===== src/rtl/cop_fe_pkg.sv =====
package cop_fe_pkg;

    localparam int WORD_W   = 32;
    localparam int OPC_W    = 4;
    localparam int NUM_OPC  = 1 << OPC_W;
    localparam int REG_W    = 4;
    localparam int AUX_W    = 3;

    localparam logic [3:0] CP_CLASS   = 4'hE;
    localparam logic [3:0] COND_NEVER = 4'hF;

    typedef struct packed {
        logic              valid;
        logic              priv;
        logic [WORD_W-1:0] word;
    } slot_t;

    typedef enum logic [1:0] {
        RESP_ACCEPT = 2'b00,
        RESP_ABSENT = 2'b11
    } resp_e;

    typedef struct packed {
        logic  accept;
        logic  to_cpu;
        resp_e resp;
    } verdict_t;

    typedef struct packed {
        logic [OPC_W-1:0] opc;
        logic [REG_W-1:0] crn;
        logic [REG_W-1:0] crd;
        logic [AUX_W-1:0] aux;
        logic [REG_W-1:0] crm;
    } op_fields_t;

    function automatic logic [OPC_W-1:0] opc_of(input logic [WORD_W-1:0] w);
        return w[23:20];
    endfunction

    function automatic logic is_cp_form(input logic [WORD_W-1:0] w,
                                        input logic [3:0] cp_id);
        return (w[31:28] != COND_NEVER) && (w[27:24] == CP_CLASS) &&
               (w[11:8] == cp_id);
    endfunction

    function automatic op_fields_t fields_of(input logic [WORD_W-1:0] w);
        op_fields_t f;
        f.opc = w[23:20];
        f.crn = w[19:16];
        f.crd = w[15:12];
        f.aux = w[7:5];
        f.crm = w[3:0];
        return f;
    endfunction

endpackage


===== src/rtl/cop_pipe_stage.sv =====
module cop_pipe_stage
    import cop_fe_pkg::*;
(
    input  logic  clk,
    input  logic  rst,
    input  logic  flush,
    input  slot_t d,
    output slot_t q
);

    always_ff @(posedge clk) begin
        if (rst || flush) begin
            q <= '0;
        end else begin
            q <= d;
        end
    end

endmodule


===== src/rtl/cop_decide.sv =====
module cop_decide
    import cop_fe_pkg::*;
#(
    parameter logic [3:0]         CP_ID     = 4'd5,
    parameter logic [NUM_OPC-1:0] IMPL_MASK = 16'hF3F7,
    parameter logic [NUM_OPC-1:0] PRIV_MASK = 16'h5238
) (
    input  slot_t    slot,
    output verdict_t verdict
);

    logic             hit;
    logic             implemented;
    logic             allowed;
    logic [OPC_W-1:0] opc;

    always_comb begin
        opc         = opc_of(slot.word);
        hit         = slot.valid && is_cp_form(slot.word, CP_ID);
        implemented = IMPL_MASK[opc];
        allowed     = slot.priv || !PRIV_MASK[opc];

        verdict.accept = hit && implemented && allowed;
        verdict.to_cpu = verdict.accept && slot.word[20] && slot.word[4];
        verdict.resp   = verdict.accept ? RESP_ACCEPT : RESP_ABSENT;
    end

endmodule


===== src/rtl/cop_opreg.sv =====
module cop_opreg
    import cop_fe_pkg::*;
(
    input  logic       clk,
    input  logic       rst,
    input  logic       load,
    input  op_fields_t d,
    output op_fields_t q
);

    always_ff @(posedge clk) begin
        if (rst) begin
            q <= '0;
        end else if (load) begin
            q <= d;
        end
    end

    // without a load the register keeps its value
    a_r8_hold_without_load: assert property (@(posedge clk) disable iff (rst)
        !load |=> $stable(q));

endmodule


===== src/rtl/cop_front_end.sv =====
module cop_front_end
    import cop_fe_pkg::*;
#(
    parameter logic [3:0]         CP_ID      = 4'd5,
    parameter logic [NUM_OPC-1:0] IMPL_MASK  = 16'hF3F7,
    parameter logic [NUM_OPC-1:0] PRIV_MASK  = 16'h5238,
    parameter int                 PIPE_DEPTH = 2
) (
    input  logic              clk,
    input  logic              rst,
    input  logic              flush,
    input  logic              in_valid,
    input  logic [WORD_W-1:0] in_word,
    input  logic              in_priv,
    output logic              hs_line_a,
    output logic              hs_line_b,
    output logic              bus_oe,
    output logic [OPC_W-1:0]  op_opc,
    output logic [REG_W-1:0]  op_crn,
    output logic [REG_W-1:0]  op_crd,
    output logic [AUX_W-1:0]  op_aux,
    output logic [REG_W-1:0]  op_crm
);

    localparam int DEC_IDX = PIPE_DEPTH;

    slot_t      chain [0:PIPE_DEPTH];
    slot_t      dec_slot;
    verdict_t   verdict;
    op_fields_t op_q;
    logic       op_load;

    // privilege flag is bundled with the word at capture
    assign chain[0] = '{valid: in_valid, priv: in_priv, word: in_word};

    for (genvar s = 0; s < PIPE_DEPTH; s++) begin : g_stage
        cop_pipe_stage u_stage (
            .clk   (clk),
            .rst   (rst),
            .flush (flush),
            .d     (chain[s]),
            .q     (chain[s+1])
        );
    end

    assign dec_slot = chain[DEC_IDX];

    cop_decide #(
        .CP_ID     (CP_ID),
        .IMPL_MASK (IMPL_MASK),
        .PRIV_MASK (PRIV_MASK)
    ) u_decide (
        .slot    (dec_slot),
        .verdict (verdict)
    );

    assign {hs_line_a, hs_line_b} = verdict.resp;
    assign bus_oe                 = verdict.to_cpu;
    assign op_load                = verdict.accept && !flush;

    cop_opreg u_opreg (
        .clk  (clk),
        .rst  (rst),
        .load (op_load),
        .d    (fields_of(dec_slot.word)),
        .q    (op_q)
    );

    assign op_opc = op_q.opc;
    assign op_crn = op_q.crn;
    assign op_crd = op_q.crd;
    assign op_aux = op_q.aux;
    assign op_crm = op_q.crm;

    // an accept response needs an occupied decode stage
    a_r4_accept_needs_slot: assert property (@(posedge clk) disable iff (rst)
        (!hs_line_a || !hs_line_b) |-> dec_slot.valid);

    // the two lines always carry the same level
    a_r5_lines_agree: assert property (@(posedge clk) disable iff (rst)
        hs_line_a == hs_line_b);

    // a user-mode word on a privileged opcode is never accepted
    a_r3_user_blocked: assert property (@(posedge clk) disable iff (rst)
        (dec_slot.valid && !dec_slot.priv && PRIV_MASK[opc_of(dec_slot.word)])
        |-> (hs_line_a && hs_line_b));

    // data-bus enable only alongside an accept
    a_r7_oe_with_accept: assert property (@(posedge clk) disable iff (rst)
        bus_oe |-> (!hs_line_a && !hs_line_b));

    // after a flush the pipeline is empty
    a_r9_flush_empties: assert property (@(posedge clk) disable iff (rst)
        flush |=> (hs_line_a && hs_line_b && !bus_oe));

endmodule


===== config.mk =====
export PLATFORM = sky130hd
export DESIGN_NAME = cop_front_end
export DESIGN_NICKNAME = d
export VERILOG_FILES = /design/src/rtl/cop_fe_pkg.sv /design/src/rtl/cop_pipe_stage.sv /design/src/rtl/cop_decide.sv /design/src/rtl/cop_opreg.sv /design/src/rtl/cop_front_end.sv
export SDC_FILE = /design/constraint.sdc
export NUM_CORES = 1
export LEC_CHECK = 0
export CAP_MARGIN = 20
export CORE_UTILIZATION = 40
export DETAILED_ROUTE_END_ITERATION = 12
export GPL_ROUTABILITY_DRIVEN = 0
export SKIP_LAST_GASP = 1
export SYNTH_ARGS = -nofsm -noshare
export SYNTH_HDL_FRONTEND = slang
export SYNTH_SLANG_ARGS = --single-unit

===== constraint.sdc =====
create_clock -name clk -period 3.9 [get_ports clk]
set_input_delay 0.78 -clock clk [delete_from_list [all_inputs] [get_ports clk]]
set_output_delay 0.78 -clock clk [all_outputs]
set_load 0.02 [all_outputs]

### Word level (Yosys, flattened, before mapping)

Memory sizes are Yosys's and may differ from the RTL's. A register that Yosys moved wholly into a read port is not among the register bits.
Index checks and enable logic that the tools add are counted.

* magnitude comparators: 1
* eq/ne operators: 3
* muxes and demuxes: 5
* reduce and logical (&&, ||, !) cells: 12

Operators with widths (number)
* $logic_and 1x1->1: 8
* $mux 4: 2
* $lt 4x5->1 const B: 1
* $eq 4x3->1 const B: 1
* $eq 4x4->1 const B: 1
* $ne 4x4->1 const B: 1
* $logic_not 1->1: 2
* $logic_or 1x1->1: 2
* $mux 1: 2
* $mux 2: 1

* register bits: 87
* bits in read-only memories: 32
* bits of input ports: 37
* output and inout bits: 22
* memories kept: 2

Memory list
* (name not given): depth 16, width 1, rd ports 1, clocked after memory_dff 1, wr ports 0, line cop_decide.sv:20 `implemented = IMPL_MASK[opc];`
* (name not given): depth 16, width 1, rd ports 1, clocked after memory_dff 1, wr ports 0, line cop_decide.sv:21 `allowed = slot.priv || !PRIV_MASK[opc];`

### Depth between registers and ports, before layout

* depth in word-level cells: 8
* gate-level depth with buffers: 5
* gate-level depth less buffers: 4

### Cells and area by module

A second synthesis with hierarchy kept.

* cell total of the unflattened synthesis: 230
* area total of the unflattened synthesis: 3168.0 um2

By module, submodules not included
* cop_pipe_stage: times used 2, cells an instance 76, area each 1172.4 um2, seq. area each 680.7 um2
* cop_opreg: times used 1, cells an instance 61, area each 683.2 um2, seq. area each 380.4 um2
* cop_decide: times used 1, cells an instance 16, area each 126.4 um2, seq. area each 0.0 um2
* cop_front_end: times used 1, cells an instance 1, area each 13.8 um2, seq. area each 0.0 um2

### Least setup slack after synthesis

OpenSTA, ideal clock, no wires.

* path kind: reg-to-output
* start: reg g_stage[1].u_stage.q[9] in the netlist's numbering
* end: out bus_oe
* arrival: 1472 ps
* data required time: 3120 ps
* path slack: 1648 ps
* stages on the path, launching flop included: 6
* buffers on the path: 1
* path through: dfxtp_1 -> and4bb_1 -> and4_4 -> buf_6 -> nand2_1 -> nor2_1

* longest elaborated chain between the ends: 7

Ends and longest elaborated chain
* from (decl): line cop_pipe_stage.sv:8 `output slot_t q`
* from (signal assigned): line cop_pipe_stage.sv:13 `q <= '0;`
* from (signal assigned): line cop_pipe_stage.sv:15 `q <= d;`
* $eq 4x3->1: line cop_fe_pkg.sv:44 `(w[11:8] == cp_id);`
* $logic_and 1x1->1: line cop_fe_pkg.sv:43 `return (w[31:28] != COND_NEVER) && (w[27:24] == CP_CLASS) &&`
* $logic_and 1x1->1: line cop_decide.sv:19 `hit = slot.valid && is_cp_form(slot.word, CP_ID);`
* $logic_and 1x1->1 (2 in a row): line cop_decide.sv:23 `verdict.accept = hit && implemented && allowed;`
* $logic_and 1x1->1 (2 in a row): line cop_decide.sv:24 `verdict.to_cpu = verdict.accept && slot.word[20] && slot.word[4];`
* to (decl): line cop_front_end.sv:17 `output logic bus_oe,`

Every way passes these cells.

### Worst setup path in the final report

Ends and elaborated chain as after synthesis.

==> results.yml <==
run_status:
  status: "completed"
yosys:
  synth-seq-cells: 89
  syn_inst: 255
  netlist_area_um2: 2870
  yosysUniqueCellTypes: 22
  yosysWarnings: 0
  synth_top_area_share_pct: 62.0
  synth_largest_area_cell: "dfxtp_1"
  yosys-top-cells-area: "dfxtp_1 62%, and2_1 15%, nand4_1 4.4%"
  synth_fp_nets: 292
  ys_seq_area_share_pct: 62.0
  syn_avg_cell_area_um2: 11.3
power:
  seqPwrFrac_pct: 53.2
  clkPwrFrac_pct: 42.8
  switchingPower_mw: 0.339
  ir_drop_uv: 221
  combPwrFrac_pct: 4.1
  p_leak_nw: 1.36
  power.density_nw_per_um2: 468
  internal_power_mw: 1.42
  p_sw_share_pct: 19.3
drt:
  via_per_inst: 4.58
  wire_per_inst_um: 11.4
  antenna_left: 0
  wirelength_mm: 4.67
  drc: 0
  drt_pass1_iterations: 4
  via_count: 1879
  drtIter0Drc: 38
critical_path:
  crit_type: "reg2out"
  worst_setup_path_end_kind: "output pin"
  critPathSlowestCell: "clkdlybuf4s50_1"
  r2r_cells: 4
  critPathBufInv: 1
  crit_family: "simple AND/OR/NAND/NOR gates"
  crit_path_max_incr_delay_ps: 600
  worstPathMaxFanout: 20
  cp.depth: 5
  start_kind: "register"
  crit_path_cell_trace: "and4bb_1 -> and4_4 -> nand2_1 -> nor2_1 -> clkdlybuf4s50_1"
  required_ps: 3120
  critPathArrivalTime_ps: 2190
placed_design:
  pre_cts_ws_ps: 1180
  io_buffers: 58
  dpl.hpwl_mm: 3.10
global_route:
  grt_start_max_net_pins: 55
  overflow: 0
  track_usage_pct: 13.7
  antenna_found_initial: 0
  grt_first_pass_wirelength_mm: 7.69
  grt_pass1_vias: 1703
clock_tree:
  ctsResizeCount: 0
  clock-sinks: 89
  insertion_delay_ps: 340
  hold_buffers: 0
  cts_tree: "built"
  cts.clk_slew.worst_paths_ps: 90
  h-tree-depth: 3
  cts_buffer_depth: 2
  root_buffer: "clkbuf_8"
  cts_made_buffers: 9
  postCtsSetupBuffers: 0
final_layout:
  final_cell_mix: "89 x dfxtp_1, 69 x and2_1, 58 x clkdlybuf4s50_1"
  layout-drive-gt1-share_pct: 10.8
  fillers: 625
  fin_util_pct: 54.7
  multi_input_area_um2: 986
  seqCellArea_um2: 1780
  area_growth_pct: 30.6
  final_common_cell: "dfxtp_1"
  nets: 346
  diodes: 0
die:
  rows: 30
  start_util_pct: 41.8
  die_area_um2: 7530
  fp.coreArea_um2: 6870
  die_h_um: 86.8
  die-width_um: 86.8
  ios: 59
sta:
  tightest_slew_ps: 527
  fin_ws_ps: 926
  rsz0062_at_grt: "false"
  final_hold_viol_count: 0
  period_minus_slack_ps: 2970
  tns_ps: 0
  fin_skew_ps: 8.60
  slew_violations: 0
  relSlewSlack_pct: 64.6
  fin_crit_sh_pct: 76.3
  setup_violations: 0
  max_freq_mhz: 336
min_path:
  hp-class: "reg2reg"
  worstHoldPathCells: 1
job:
  maxCapViolations: 0
==> flip-flops by register name (all words and copies together), names as in the netlist, named ones only <==
signal                count
g_stage.u_stage.q        68
u_opreg.q                19
u_decide.implemented      1
==> area by class of cell <==
cell class	instances	area share [%]
Clock buffer	10	3.67
Inverter	1	0.100
Tap cell	96	3.20
Sequential cell	89	47.5
Clock inverter	6	3.07
Timing Repair Buffer	62	16.3
Multi-Input combinational cell	146	26.3
==> worst reg2reg max path: cells and delay by family, from the launching register on <==
family	cells	cell delay [ps]
and+or+nand+nor	2	670
AOI/OAI and AO/OA	2	440
DFF	1	300
==> cells in the mapped netlist <==
library cell and n:
a2111oi_0 1, a21oi_1 19, and2_1 69, and4_4 1, and4b_1 1, and4bb_1 1
buf_2 5, buf_4 2, buf_6 3, clkbuf_1 9, clkinv_1 1, dfxtp_1 89
mux2i_1 2, nand2_1 4, nand2_2 1, nand2b_1 1, nand4_1 20, nand4_4 1
nor2_1 5, nor2_2 1, o31ai_1 9, o31ai_2 10
==> cell families (layout without fill, tap and decap cells) <==
kind of cell / count (synthesis) / after routing / synth area share [%]
multiplexers: 2 / 2 / 0.697
AO/OA/AOI/OAI: 39 / 39 / 10.3
buffers and inverters: 20 / 79 / 3.87
AND/OR/NAND/NOR: 105 / 105 / 23.1
flip-flops: 89 / 89 / 62.0
==> power groups by stage <==
stage | Clock [mW] | Combinational [mW] | Sequential (mW)
after floorplan | 0 | 0.0307 | 0.953
after global placement | 0 | 0.0720 | 0.955
after detailed placement | 0 | 0.0724 | 0.955
after CTS | 0.773 | 0.0727 | 0.934
after global routing | 0.812 | 0.0790 | 0.936
final | 0.752 | 0.0712 | 0.934
==> worst paths after layout <==
kind,startpoint,endpoint,slack [ps]
setup / recovery,g_stage[1].u_stage.q[9],bus_oe,930
hold / removal,g_stage[0].u_stage.q[2],g_stage[1].u_stage.q[2],430
setup reg to reg,g_stage[1].u_stage.q[9],u_opreg.q[14],2390
hold reg to reg,g_stage[0].u_stage.q[2],g_stage[1].u_stage.q[2],430
==> stage by stage <==
stage          power, mW  instances  cell area (um^2)  hold slack (ps)
2_1_floorplan      0.984        255              2870              406
3_3_place_gp        1.03        394              3500              410
3_5_place_dp        1.03        394              3500              411
4_1_cts             1.78        410              3750              431
5_1_grt             1.83        410              3750              440
6_report            1.76        410              3750              426
==> layer usage <==
layer	track usage [%]	routed length, um	vias to the layer above
met2	20.9	2050	59
li1	-	-	970
met1	16.9	2260	841
met5	0	0	-
met4	9.55	116	0
met3	3.52	234	9
(Power assumes the default switching activity.)
